<file path="src/rtl/spicfg_pkg.sv">
package spicfg_pkg;
    localparam int DATA_W     = 8;
    localparam int ADDR_W     = 13;
    localparam int SHORT_AW   = 5;
    localparam int INSTR_W    = 16;
    localparam int NUM_REGS   = 4;
    localparam int CNT_W      = $clog2(INSTR_W) + 1;
    localparam int FCNT_W     = $clog2(DATA_W) + 1;

    localparam int CTL_LSB_FIRST = 6;
    localparam int CTL_SOFT_RST  = 5;
    localparam int CTL_LONG_ADDR = 4;
    localparam int PWR_LDO_OFF   = 7;

    localparam logic [DATA_W-1:0] CTL_MASK  = 8'h70;
    localparam logic [DATA_W-1:0] PWR_MASK  = 8'hBF;
    localparam logic [DATA_W-1:0] FMT_MASK  = 8'hBF;
    localparam logic [DATA_W-1:0] GAIN_MASK = 8'h3F;
    localparam logic [DATA_W-1:0] PWR_DEF   = 8'h00;
    localparam logic [DATA_W-1:0] FMT_DEF   = 8'h34;
    localparam logic [DATA_W-1:0] GAIN_DEF  = 8'h00;

    typedef enum logic [1:0] {PH_INSTR, PH_DATA, PH_DONE} phase_e;

    typedef struct packed {
        phase_e              phase;
        logic [CNT_W-1:0]    cnt;
        logic [FCNT_W-1:0]   fcnt;
        logic [INSTR_W-1:0]  instr;
        logic [DATA_W-1:0]   data;
        logic                miso;
        logic                wr_stb;
        logic                sclk_prev;
    } xfer_t;

    typedef struct packed {
        logic [DATA_W-1:0] ctl;
        logic [DATA_W-1:0] pwr;
        logic [DATA_W-1:0] fmt;
        logic [DATA_W-1:0] gain;
    } regs_t;
endpackage

</file>
<file path="src/rtl/spicfg_sync.sv">
module spicfg_sync #(
    parameter int               WIDTH   = 3,
    parameter int               STAGES  = 2,
    parameter logic [WIDTH-1:0] RST_VAL = '0
) (
    input  logic             clk,
    input  logic             rst_n,
    input  logic [WIDTH-1:0] din,
    output logic [WIDTH-1:0] dout
);
    generate
        for (genvar i = 0; i < WIDTH; i++) begin : g_bit
            logic [STAGES-1:0] chain_d, chain_q;
            always_comb chain_d = {chain_q[STAGES-2:0], din[i]};
            always_ff @(posedge clk or negedge rst_n) begin
                if (!rst_n) chain_q <= {STAGES{RST_VAL[i]}};
                else        chain_q <= chain_d;
            end
            assign dout[i] = chain_q[STAGES-1];
        end
    endgenerate
endmodule

</file>
<file path="src/rtl/spicfg_xfer.sv">
module spicfg_xfer
    import spicfg_pkg::*;
(
    input  logic              clk,
    input  logic              rst_n,
    input  logic              cs_n,
    input  logic              sclk,
    input  logic              mosi,
    input  logic              lsb_first,
    input  logic              long_addr,
    input  logic [DATA_W-1:0] rd_data,
    output logic [ADDR_W-1:0] addr,
    output logic              wr_en,
    output logic [DATA_W-1:0] wr_data,
    output logic              miso
);
    xfer_t q, d;

    logic             rise, fall, is_read;
    logic [CNT_W-1:0] ilen, idx;
    logic [2:0]       bsel;

    assign is_read = long_addr ? q.instr[INSTR_W-1] : q.instr[DATA_W-1];
    assign addr    = long_addr ? q.instr[ADDR_W-1:0]
                               : {{(ADDR_W-SHORT_AW){1'b0}}, q.instr[SHORT_AW-1:0]};

    always_comb begin
        d           = q;
        d.wr_stb    = 1'b0;
        d.sclk_prev = sclk;
        rise        = sclk & ~q.sclk_prev;
        fall        = ~sclk & q.sclk_prev;
        ilen        = long_addr ? CNT_W'(INSTR_W) : CNT_W'(DATA_W);
        idx         = '0;
        bsel        = '0;
        if (cs_n) begin
            d.phase = PH_INSTR;
            d.cnt   = '0;
            d.fcnt  = '0;
            d.instr = '0;
            d.data  = '0;
            d.miso  = 1'b0;
        end else begin
            case (q.phase)
                PH_INSTR: if (rise) begin
                    idx = lsb_first ? q.cnt : (ilen - CNT_W'(1) - q.cnt);
                    d.instr[idx[CNT_W-2:0]] = mosi;
                    if (q.cnt == ilen - CNT_W'(1)) begin
                        d.phase = PH_DATA;
                        d.cnt   = '0;
                        d.fcnt  = '0;
                    end else begin
                        d.cnt = q.cnt + CNT_W'(1);
                    end
                end
                PH_DATA: begin
                    if (rise) begin
                        bsel = lsb_first ? q.cnt[2:0] : 3'd7 - q.cnt[2:0];
                        d.data[bsel] = mosi;
                        if (q.cnt == CNT_W'(DATA_W - 1)) begin
                            d.phase  = PH_DONE;
                            d.wr_stb = ~is_read;
                        end else begin
                            d.cnt = q.cnt + CNT_W'(1);
                        end
                    end
                    if (fall && is_read && q.fcnt < FCNT_W'(DATA_W)) begin
                        d.miso = rd_data[lsb_first ? q.fcnt[2:0] : 3'd7 - q.fcnt[2:0]];
                        d.fcnt = q.fcnt + FCNT_W'(1);
                    end
                end
                default: ;
            endcase
        end
    end

    always_ff @(posedge clk or negedge rst_n) begin
        if (!rst_n) begin
            q           <= '0;
            q.phase     <= PH_INSTR;
        end else begin
            q <= d;
        end
    end

    assign wr_en   = q.wr_stb;
    assign wr_data = q.data;
    assign miso    = q.miso;


    cs_abort_chk: assert property (@(posedge clk) disable iff (!rst_n)
        cs_n |=> (q.phase == PH_INSTR && !q.miso && q.cnt == '0));

    wr_single_chk: assert property (@(posedge clk) disable iff (!rst_n)
        q.wr_stb |=> !q.wr_stb);

    rd_nowrite_chk: assert property (@(posedge clk) disable iff (!rst_n)
        q.wr_stb |-> (q.phase == PH_DONE && !is_read));
endmodule

</file>
<file path="src/rtl/spicfg_regs.sv">
module spicfg_regs
    import spicfg_pkg::*;
(
    input  logic              clk,
    input  logic              rst_n,
    input  logic              wr_en,
    input  logic [ADDR_W-1:0] addr,
    input  logic [DATA_W-1:0] wr_data,
    output logic [DATA_W-1:0] rd_data,
    output regs_t             regs
);
    regs_t q, d;

    always_comb begin
        d = q;
        if (wr_en) begin
            case (addr)
                ADDR_W'(0): d.ctl  = wr_data & CTL_MASK;
                ADDR_W'(1): d.pwr  = wr_data & PWR_MASK;
                ADDR_W'(2): d.fmt  = wr_data & FMT_MASK;
                ADDR_W'(3): d.gain = wr_data & GAIN_MASK;
                default: ;
            endcase
        end
        if (d.ctl[CTL_SOFT_RST]) begin
            d.pwr  = PWR_DEF;
            d.fmt  = FMT_DEF;
            d.gain = GAIN_DEF;
        end
    end

    always_comb begin
        case (addr)
            ADDR_W'(0): rd_data = q.ctl;
            ADDR_W'(1): rd_data = {q.pwr[PWR_LDO_OFF], ~q.pwr[PWR_LDO_OFF], q.pwr[5:0]};
            ADDR_W'(2): rd_data = q.fmt;
            ADDR_W'(3): rd_data = q.gain;
            default:    rd_data = '0;
        endcase
    end

    always_ff @(posedge clk or negedge rst_n) begin
        if (!rst_n) begin
            q.ctl  <= '0;
            q.pwr  <= PWR_DEF;
            q.fmt  <= FMT_DEF;
            q.gain <= GAIN_DEF;
        end else begin
            q <= d;
        end
    end

    assign regs = q;


    hold_chk: assert property (@(posedge clk) disable iff (!rst_n)
        (q.ctl[CTL_SOFT_RST] && wr_en && addr == ADDR_W'(3)) |=> (q.gain == GAIN_DEF));

    restore_chk: assert property (@(posedge clk) disable iff (!rst_n)
        $rose(q.ctl[CTL_SOFT_RST]) |-> (q.fmt == FMT_DEF && q.pwr == PWR_DEF));

    unmapped_chk: assert property (@(posedge clk) disable iff (!rst_n)
        (wr_en && addr >= ADDR_W'(NUM_REGS)) |=> $stable(q));

    status_chk: assert property (@(posedge clk) disable iff (!rst_n)
        (addr == ADDR_W'(1)) |-> (rd_data[6] != q.pwr[PWR_LDO_OFF]));
endmodule

</file>
<file path="src/rtl/spicfg_slave.sv">
module spicfg_slave
    import spicfg_pkg::*;
#(
    parameter int SYNC_STAGES = 2
) (
    input  logic       clk,
    input  logic       rst_n,
    input  logic       spi_cs_n,
    input  logic       spi_sclk,
    input  logic       spi_mosi,
    output logic       spi_miso,
    output logic       ldo_off,
    output logic       pwr_down,
    output logic       q_out_off,
    output logic       i_out_off,
    output logic       q_clk_off,
    output logic       i_clk_off,
    output logic       ext_ref_sel,
    output logic       fmt_twos,
    output logic       pair_i_first,
    output logic       latch_i_rising,
    output logic       dclk_share_block,
    output logic       dclk_in_en,
    output logic       dclk_out_single,
    output logic       dclk_out_double,
    output logic [5:0] fine_gain
);
    logic [2:0]        pins_s;
    logic [ADDR_W-1:0] addr;
    logic              wr_en;
    logic [DATA_W-1:0] wr_data, rd_data;
    regs_t             regs;

    spicfg_sync #(.WIDTH(3), .STAGES(SYNC_STAGES), .RST_VAL(3'b100)) u_sync (
        .clk(clk), .rst_n(rst_n),
        .din({spi_cs_n, spi_sclk, spi_mosi}),
        .dout(pins_s)
    );

    spicfg_xfer u_xfer (
        .clk(clk), .rst_n(rst_n),
        .cs_n(pins_s[2]), .sclk(pins_s[1]), .mosi(pins_s[0]),
        .lsb_first(regs.ctl[CTL_LSB_FIRST]),
        .long_addr(regs.ctl[CTL_LONG_ADDR]),
        .rd_data(rd_data), .addr(addr),
        .wr_en(wr_en), .wr_data(wr_data), .miso(spi_miso)
    );

    spicfg_regs u_regs (
        .clk(clk), .rst_n(rst_n),
        .wr_en(wr_en), .addr(addr), .wr_data(wr_data),
        .rd_data(rd_data), .regs(regs)
    );

    assign ldo_off          = regs.pwr[7];
    assign pwr_down         = regs.pwr[5];
    assign q_out_off        = regs.pwr[4];
    assign i_out_off        = regs.pwr[3];
    assign q_clk_off        = regs.pwr[2];
    assign i_clk_off        = regs.pwr[1];
    assign ext_ref_sel      = regs.pwr[0];
    assign fmt_twos         = regs.fmt[7];
    assign pair_i_first     = regs.fmt[5];
    assign latch_i_rising   = regs.fmt[4];
    assign dclk_share_block = regs.fmt[3];
    assign dclk_in_en       = regs.fmt[2];
    assign dclk_out_single  = regs.fmt[1];
    assign dclk_out_double  = regs.fmt[0];
    assign fine_gain        = regs.gain[5:0];
endmodule

</file>
<file path="config.mk">
export PLATFORM = sky130hd
export DESIGN_NAME = spicfg_slave
export DESIGN_NICKNAME = d
export VERILOG_FILES = /design/src/rtl/spicfg_pkg.sv /design/src/rtl/spicfg_sync.sv /design/src/rtl/spicfg_xfer.sv /design/src/rtl/spicfg_regs.sv /design/src/rtl/spicfg_slave.sv
export SDC_FILE = /design/constraint.sdc
export NUM_CORES = 1
export LEC_CHECK = 0
export ABC_CLOCK_PERIOD_IN_PS = 3150
export BUFFER_PORTS_ARGS = -buffer_cell sky130_fd_sc_hd__buf_4
export CAP_MARGIN = 0
export CORE_UTILIZATION = 60
export CTS_CLUSTER_SIZE = 40
export DETAILED_ROUTE_END_ITERATION = 8
export GPL_TIMING_DRIVEN = 1
export PLACE_DENSITY = 0.83
export SYNTH_ARGS = -nofsm -noshare
export SYNTH_HDL_FRONTEND = slang
export SYNTH_SLANG_ARGS = --single-unit
</file>
<file path="constraint.sdc">
create_clock -name clk -period 3.15 [get_ports clk]
set_input_delay 0.1575 -clock clk [delete_from_list [all_inputs] [get_ports clk]]
set_output_delay 0.1575 -clock clk [all_outputs]
set_load 0.02 [all_outputs]
</file>
Word level (Yosys, flattened, before mapping)
Index checks and enable logic that the tools add are counted.
- bits in registers: 71
- bits in latches: 0
- RAM bits: 0
- ROM bits: 0
- bits of input ports: 5
- memories kept: 0
- add/subtract/negate cells: 6
- multiply operators: 0
- divide/modulo/power cells: 0
- order comparisons: 6
- eq/ne operators: 12
- shift-type cells: 0
- muxes and demuxes: 38
- bitwise operators: 6
- reduce and logical (&&, ||, !) cells: 25
- operator list (cell ; count):
    two-way mux 36 bit ; 1
    two-way mux 8 bit ; 4
    one-hot mux 8 bit (4 select lines) ; 1
    two-way mux 30 bit ; 1
    two-way mux 27 bit ; 1
    equality test 13 x 2 -> 1 bit (second input constant) ; 2
    two-way mux 24 bit ; 1
    one-hot mux 11 bit (2 select lines) ; 1
    bitwise mux 16 bit ; 1
    two-way mux 16 bit ; 1
    nonzero test 2 bit ; 8
    two-way mux 5 bit ; 3
    != test 3 x 2 -> 1 bit (second input constant) ; 5
    AND reduction 2 bit ; 7
    equality test 13 x 1 -> 1 bit (second input constant) ; 1
    zero test 13 bit ; 1
    two-way mux 13 bit ; 1
    two-way mux 4 bit ; 3
    two-way mux 10 bit ; 1
    bitwise mux 8 bit ; 1
    less-than comparator 3 x 4 -> 1 bit (second input constant) ; 2
    two-way mux 1 bit ; 8
    AND reduction 4 bit ; 2
    two-way mux 7 bit ; 1
    25 further kinds ; 35

Logic depth before layout (Yosys ltp)
- depth in word-level cells: 12
- mapped depth: 8
- gate-level depth less buffers: 7

Modules after synthesis
From an unflattened synthesis, not the netlist that was laid out.
- cells, all modules: 399
- area, all modules: 3952.5 um^2
- modules (own cells, without submodules) (module ; instances ; cells each ; area each (um^2)):
    spicfg_xfer ; 1 ; 255 ; 2327.2
    spicfg_regs ; 1 ; 135 ; 1450.1
    spicfg_sync ; 1 ; 9 ; 175.2

Worst setup path after synthesis
OpenSTA, ideal clock, no wires.
- path kind: register -> register
- start point: register u_xfer.q[20] (netlist name)
- end point: register u_regs.q (netlist bit u_regs.regs[10])
- library setup time: 0.082 ns
- data arrival time: 2.194 ns
- path slack: 0.874 ns
- cell stages (with the launch flop): 9
- clock period less this slack: 2.276 ns
- path through: dfrtp_1 or4_4 o21ai_2 and2_1 buf_6 and4bb_4 mux2_4 buf_8 a211o_1
- cells in the longest elaborated chain, start to end: 6
- ends and longest elaborated chain (item ; RTL line ; text):
    from (decl) ; spicfg_xfer.sv:17 ; xfer_t q, d;
    two-way mux 13 bit (*) ; spicfg_xfer.sv:24 ; assign addr = long_addr ? q.instr[ADDR_W-1:0]
    zero test 13 bit ; spicfg_regs.sv:17 ; case (addr)
    two-way mux 6 bit ; spicfg_regs.sv:17 ;
    two-way mux 30 bit ; spicfg_regs.sv:16 ; if (wr_en) begin
    nonzero test 2 bit (no line) ; -- ;
    AND reduction 2 bit (no line) ; -- ;
    to (decl) ; spicfg_regs.sv:12 ; regs_t q, d;
Every way passes the cells marked *; elsewhere a longest branch is shown, timed or not. The select of a mux whose other input is x is not followed.
A chain may end at the register's enable or synchronous reset.

Worst setup path after layout
Ends and elaborated chain as after synthesis.

==> impl_results.html <==
<table>
<tr><th>Metric</th><th>Value</th></tr>
<tr><th colspan="2">Global routing</th></tr>
<tr><td>Maximum number of pins on one net before global-route repair</td><td>66</td></tr>
<tr><td>Vias in the first global route</td><td>2565</td></tr>
<tr><td>Number of antenna violations at the first check in global routing</td><td>0</td></tr>
<tr><td>GRT overflow</td><td>0</td></tr>
<tr><td>First-pass GRT wire length</td><td>12400 µm</td></tr>
<tr><td>Overall fraction of global-route tracks in use</td><td>27.3%</td></tr>
<tr><th colspan="2">Synth</th></tr>
<tr><td>Count of state elements after synthesis</td><td>65</td></tr>
<tr><td>Top area cells in the synthesized netlist</td><td>dfrtp_1, mux2i_1, nor2_1</td></tr>
<tr><td>Share of the synthesized area in the top cell type</td><td>43.6%</td></tr>
<tr><td>Number of warnings issued by yosys</td><td>0</td></tr>
<tr><td>Leading cell types by count after synthesis</td><td>dfrtp_1, nor2_1, mux2i_1, nand2_1, clkbuf_1</td></tr>
<tr><td>Proportion of synthesized flip-flops having asynchronous set or reset</td><td>100%</td></tr>
<tr><td>Most frequently used flop master after synthesis</td><td>dfrtp_1</td></tr>
<tr><td>Net count after synthesis</td><td>340</td></tr>
<tr><td>Count of unique library cells instantiated by Yosys</td><td>59</td></tr>
<tr><td>Most instantiated library cell after synthesis</td><td>dfrtp_1</td></tr>
<tr><td>Yosys top cell by area</td><td>dfrtp_1</td></tr>
<tr><td>Syn Inst Count</td><td>333</td></tr>
<tr><td>Proportion of synthesized chip area in sequential cells</td><td>47.5%</td></tr>
<tr><td>Post-synthesis cell area</td><td>3440 µm²</td></tr>
<tr><td>Synthesized area divided by synthesized cell count</td><td>10.3 µm²</td></tr>
<tr><td>Number of flops mapped to enable cells by yosys</td><td>0</td></tr>
<tr><th colspan="2">Cells and area</th></tr>
<tr><td>Antenna diode count</td><td>0</td></tr>
<tr><td>Number of non-filler instances in the completed layout</td><td>424</td></tr>
<tr><td>Fillcell total</td><td>408</td></tr>
<tr><td>Area occupied by multi-input gates</td><td>1620 µm²</td></tr>
<tr><td>Post-layout nets</td><td>354</td></tr>
<tr><td>Sequential cell area in the final layout</td><td>1630 µm²</td></tr>
<tr><td>Layout overhead on the synthesized area</td><td>9.85%</td></tr>
<tr><td>Fraction of layout instances using a drive strength above 1</td><td>19.6%</td></tr>
<tr><th colspan="2">Place</th></tr>
<tr><td># port buffers</td><td>25</td></tr>
<tr><td>RD Place Congestion</td><td>0.887</td></tr>
<tr><td>Placed cell count</td><td>404</td></tr>
<tr><td>Post-detailed-placement half-perimeter wirelength</td><td>4900 µm</td></tr>
<tr><th colspan="2">Clock network</th></tr>
<tr><td>Cts hold-fix bufs</td><td>4</td></tr>
<tr><td>Post-CTS setup buffer count</td><td>0</td></tr>
<tr><td>Deepest clock path buffer count</td><td>2</td></tr>
<tr><td>Clock latency at the later pin of the worst-skew pair</td><td>350 ps</td></tr>
<tr><td>Root Buffer</td><td>clkbuf_8</td></tr>
<tr><td>Worst-path clk slew</td><td>70 ps</td></tr>
<tr><td>Total of cells resized after clock tree synthesis</td><td>0</td></tr>
<tr><td>H-tree depth</td><td>3</td></tr>
<tr><td>Clock tree from TritonCTS</td><td>built</td></tr>
<tr><td>TritonCTS Sinks</td><td>65</td></tr>
<tr><td>CTS Buf Count</td><td>9</td></tr>
<tr><th colspan="2">STA</th></tr>
<tr><td>Minimum period implied by the final worst setup slack</td><td>2470 ps</td></tr>
<tr><td>Share of the cycle needed by the critical path after routing</td><td>78.6%</td></tr>
<tr><td>Maximum achievable frequency</td><td>404 MHz</td></tr>
<tr><td>Transition time at the pin with the least slew margin</td><td>794 ps</td></tr>
<tr><td>Number of setup violations in the final report</td><td>0</td></tr>
<tr><td>Unrepaired setup endpoints after global routing</td><td>no</td></tr>
<tr><td>Slew margin rel.</td><td>47.1%</td></tr>
<tr><td>Number of hold violations in the final report</td><td>0</td></tr>
<tr><td>Setup tns final</td><td>0 ps</td></tr>
<tr><td>Final hold slack</td><td>357 ps</td></tr>
<tr><td>Max Slew Vio Count</td><td>0</td></tr>
<tr><td>Maximum clock skew at final layout</td><td>7.31 ps</td></tr>
<tr><th colspan="2">Power and ir drop</th></tr>
<tr><td>Total power density per cell area</td><td>413 nW/µm²</td></tr>
<tr><td>Max VDD drop</td><td>276 µV</td></tr>
<tr><td>Leakage power of the design</td><td>1.82 nW</td></tr>
<tr><th colspan="2">Routing</th></tr>
<tr><td>Final routed wire length divided by cell count</td><td>16.9 µm</td></tr>
<tr><td>Total number of vias</td><td>2514</td></tr>
<tr><td>Routed wire length</td><td>7150 µm</td></tr>
<tr><td>Violation count after the first detailed-routing iteration</td><td>150</td></tr>
<tr><td>Ratio of routed vias to standard cells</td><td>5.93</td></tr>
<tr><td>Number of DRC violations after detailed routing</td><td>0</td></tr>
<tr><td>Drt first pass iters</td><td>4</td></tr>
<tr><td>Antenna violation net count after detailed routing</td><td>0</td></tr>
<tr><th colspan="2">Setup path</th></tr>
<tr><td>CP Data Arrival Time</td><td>2760 ps</td></tr>
<tr><td>Category of the worst setup path capture point</td><td>flip-flop</td></tr>
<tr><td>Crit-path slowest cell</td><td>or4_4</td></tr>
<tr><td>Series of cell instances along the critical path</td><td>or4_4 -&gt; o21ai_2 -&gt; and2_1 -&gt; and4bb_4 -&gt; mux2_4 -&gt; a211o_1</td></tr>
<tr><td>Required arrival time at the worst endpoint</td><td>3440 ps</td></tr>
<tr><td>Biggest cell delay along the critical path</td><td>550 ps</td></tr>
<tr><td>Type of origin of the critical path</td><td>flip-flop</td></tr>
<tr><td>Crit Path Class</td><td>flip-flop to flip-flop</td></tr>
<tr><td>Max Fanout on Critical Path</td><td>20</td></tr>
<tr><th colspan="2">Floorplanning</th></tr>
<tr><td>Core area</td><td>5510 µm²</td></tr>
<tr><td>Area enclosed by the die boundary</td><td>6040 µm²</td></tr>
<tr><td>Count of pins on the block boundary</td><td>26</td></tr>
<tr><td>Die H</td><td>77.7 µm</td></tr>
<tr><td>Floorplan die width</td><td>77.7 µm</td></tr>
<tr><td>Effective utilization at floorplan</td><td>62.5%</td></tr>
<tr><td>Number of rows in the core area</td><td>27</td></tr>
<tr><th colspan="2">Min path</th></tr>
<tr><td>Worst hold-check path type</td><td>flip-flop to flip-flop</td></tr>
<tr><th colspan="2">Status</th></tr>
<tr><td>Outcome</td><td>finished, final reports clean</td></tr>
<tr><th colspan="2">Job</th></tr>
<tr><td>Maximum Capacitance Violations</td><td>0</td></tr>
</table>
-- final cells by class --
type,count,share of cell area (%)
clock buffers,9,3.28
clock inverters,7,1.26
inverters,8,0.794
multi-input cells,233,42.9
flip-flops and latches,65,43.2
well taps,72,2.38
repair buffers,30,6.22
-- layer usage --
| metal | vias up | global-route usage [%] | wire length, µm |
|---|---|---|---|
| li1 | 1195 | - | - |
| met1 | 1240 | 34.8 | 3200 |
| met2 | 65 | 42.9 | 3480 |
| met3 | 14 | 8.35 | 316 |
| met4 | 0 | 12.3 | 160 |
| met5 | - | 0 | 0 |
-- worst paths after layout --
check                                                  end  cells after the start                        from  slack, ps
worst min-delay path            u_sync.g_bit[2].chain_q[1]                      0  u_sync.g_bit[2].chain_q[0]        360
worst max register to register             u_regs.regs[10]                      6                u_xfer.q[20]        680
min in group asynchronous                     u_xfer.q[23]                      2                       rst_n        440
worst max-delay path                       u_regs.regs[10]                      6                u_xfer.q[20]        680
max in group asynchronous                  u_regs.regs[18]                      2                       rst_n       2200
worst min register to register  u_sync.g_bit[2].chain_q[1]                      0  u_sync.g_bit[2].chain_q[0]        360
-- placed cells by master, fill, tap and decap left out, types with 3 or more instances in the layout --
| master | n |
|---|---|
| nand3_1 | 9 |
| or2_2 | 5 |
| nand2_1 | 27 |
| nor3_1 | 4 |
| buf_4 | 26 |
| inv_1 | 8 |
| nand2b_1 | 7 |
| o22ai_1 | 9 |
| mux2i_1 | 41 |
| a21oi_1 | 9 |
| dlygate4sd3_1 | 4 |
| mux4_2 | 4 |
| mux2_2 | 6 |
| clkbuf_8 | 9 |
| dfstp_2 | 5 |
| clkinv_2 | 3 |
| dfrtp_1 | 60 |
| xor2_1 | 6 |
| nor2_1 | 54 |
| o21ai_0 | 3 |
-- logic make-up after synthesis --
group	synth area share, %
AND/OR/NAND/NOR	18.1
buffers and inverters	5.45
XOR/XNOR	2.51
flip-flops	47.5
AO/OA/AOI/OAI	8.84
adder cells (fa/ha/maj)	0.727
multiplexers	16.9
-- registers in the layout, indices dropped and copies added, names as in the netlist --
signal / count
u_sync.g_bit.chain_q: 6
u_regs.regs: 23
u_xfer.miso: 1
u_xfer.q: 26
u_xfer.wr_data: 8
u_xfer.wr_en: 1
-- power by group --
part | internal, mW | switching (mW) | total, mW
Clock | 0.283 | 0.331 | 0.613
Sequential | 0.846 | 0.0235 | 0.870
Combinational | 0.0311 | 0.0487 | 0.0799
-- through the flow --
step / cell area, µm² / utilization (%) / power [mW] / setup WS, ps
after floorplan: 3440 / - / 0.926 / 874
after global placement: 3570 / 64.8 / 0.959 / 778
after detailed placement: 3570 / 64.8 / 0.962 / 727
after CTS: 3780 / 68.6 / 1.58 / 678
after global routing: 3780 / 68.6 / 1.63 / 571
final: 3780 / 68.6 / 1.56 / 675
-- critical path, delay by kind of cell, from the launching register on --
kind,cells,cell delay [ps]
multiplexers,1,410
flip-flops,1,390
AO/OA/AOI/OAI,2,400
AND/OR/NAND/NOR,3,1200
(Power assumes the default switching activity.)
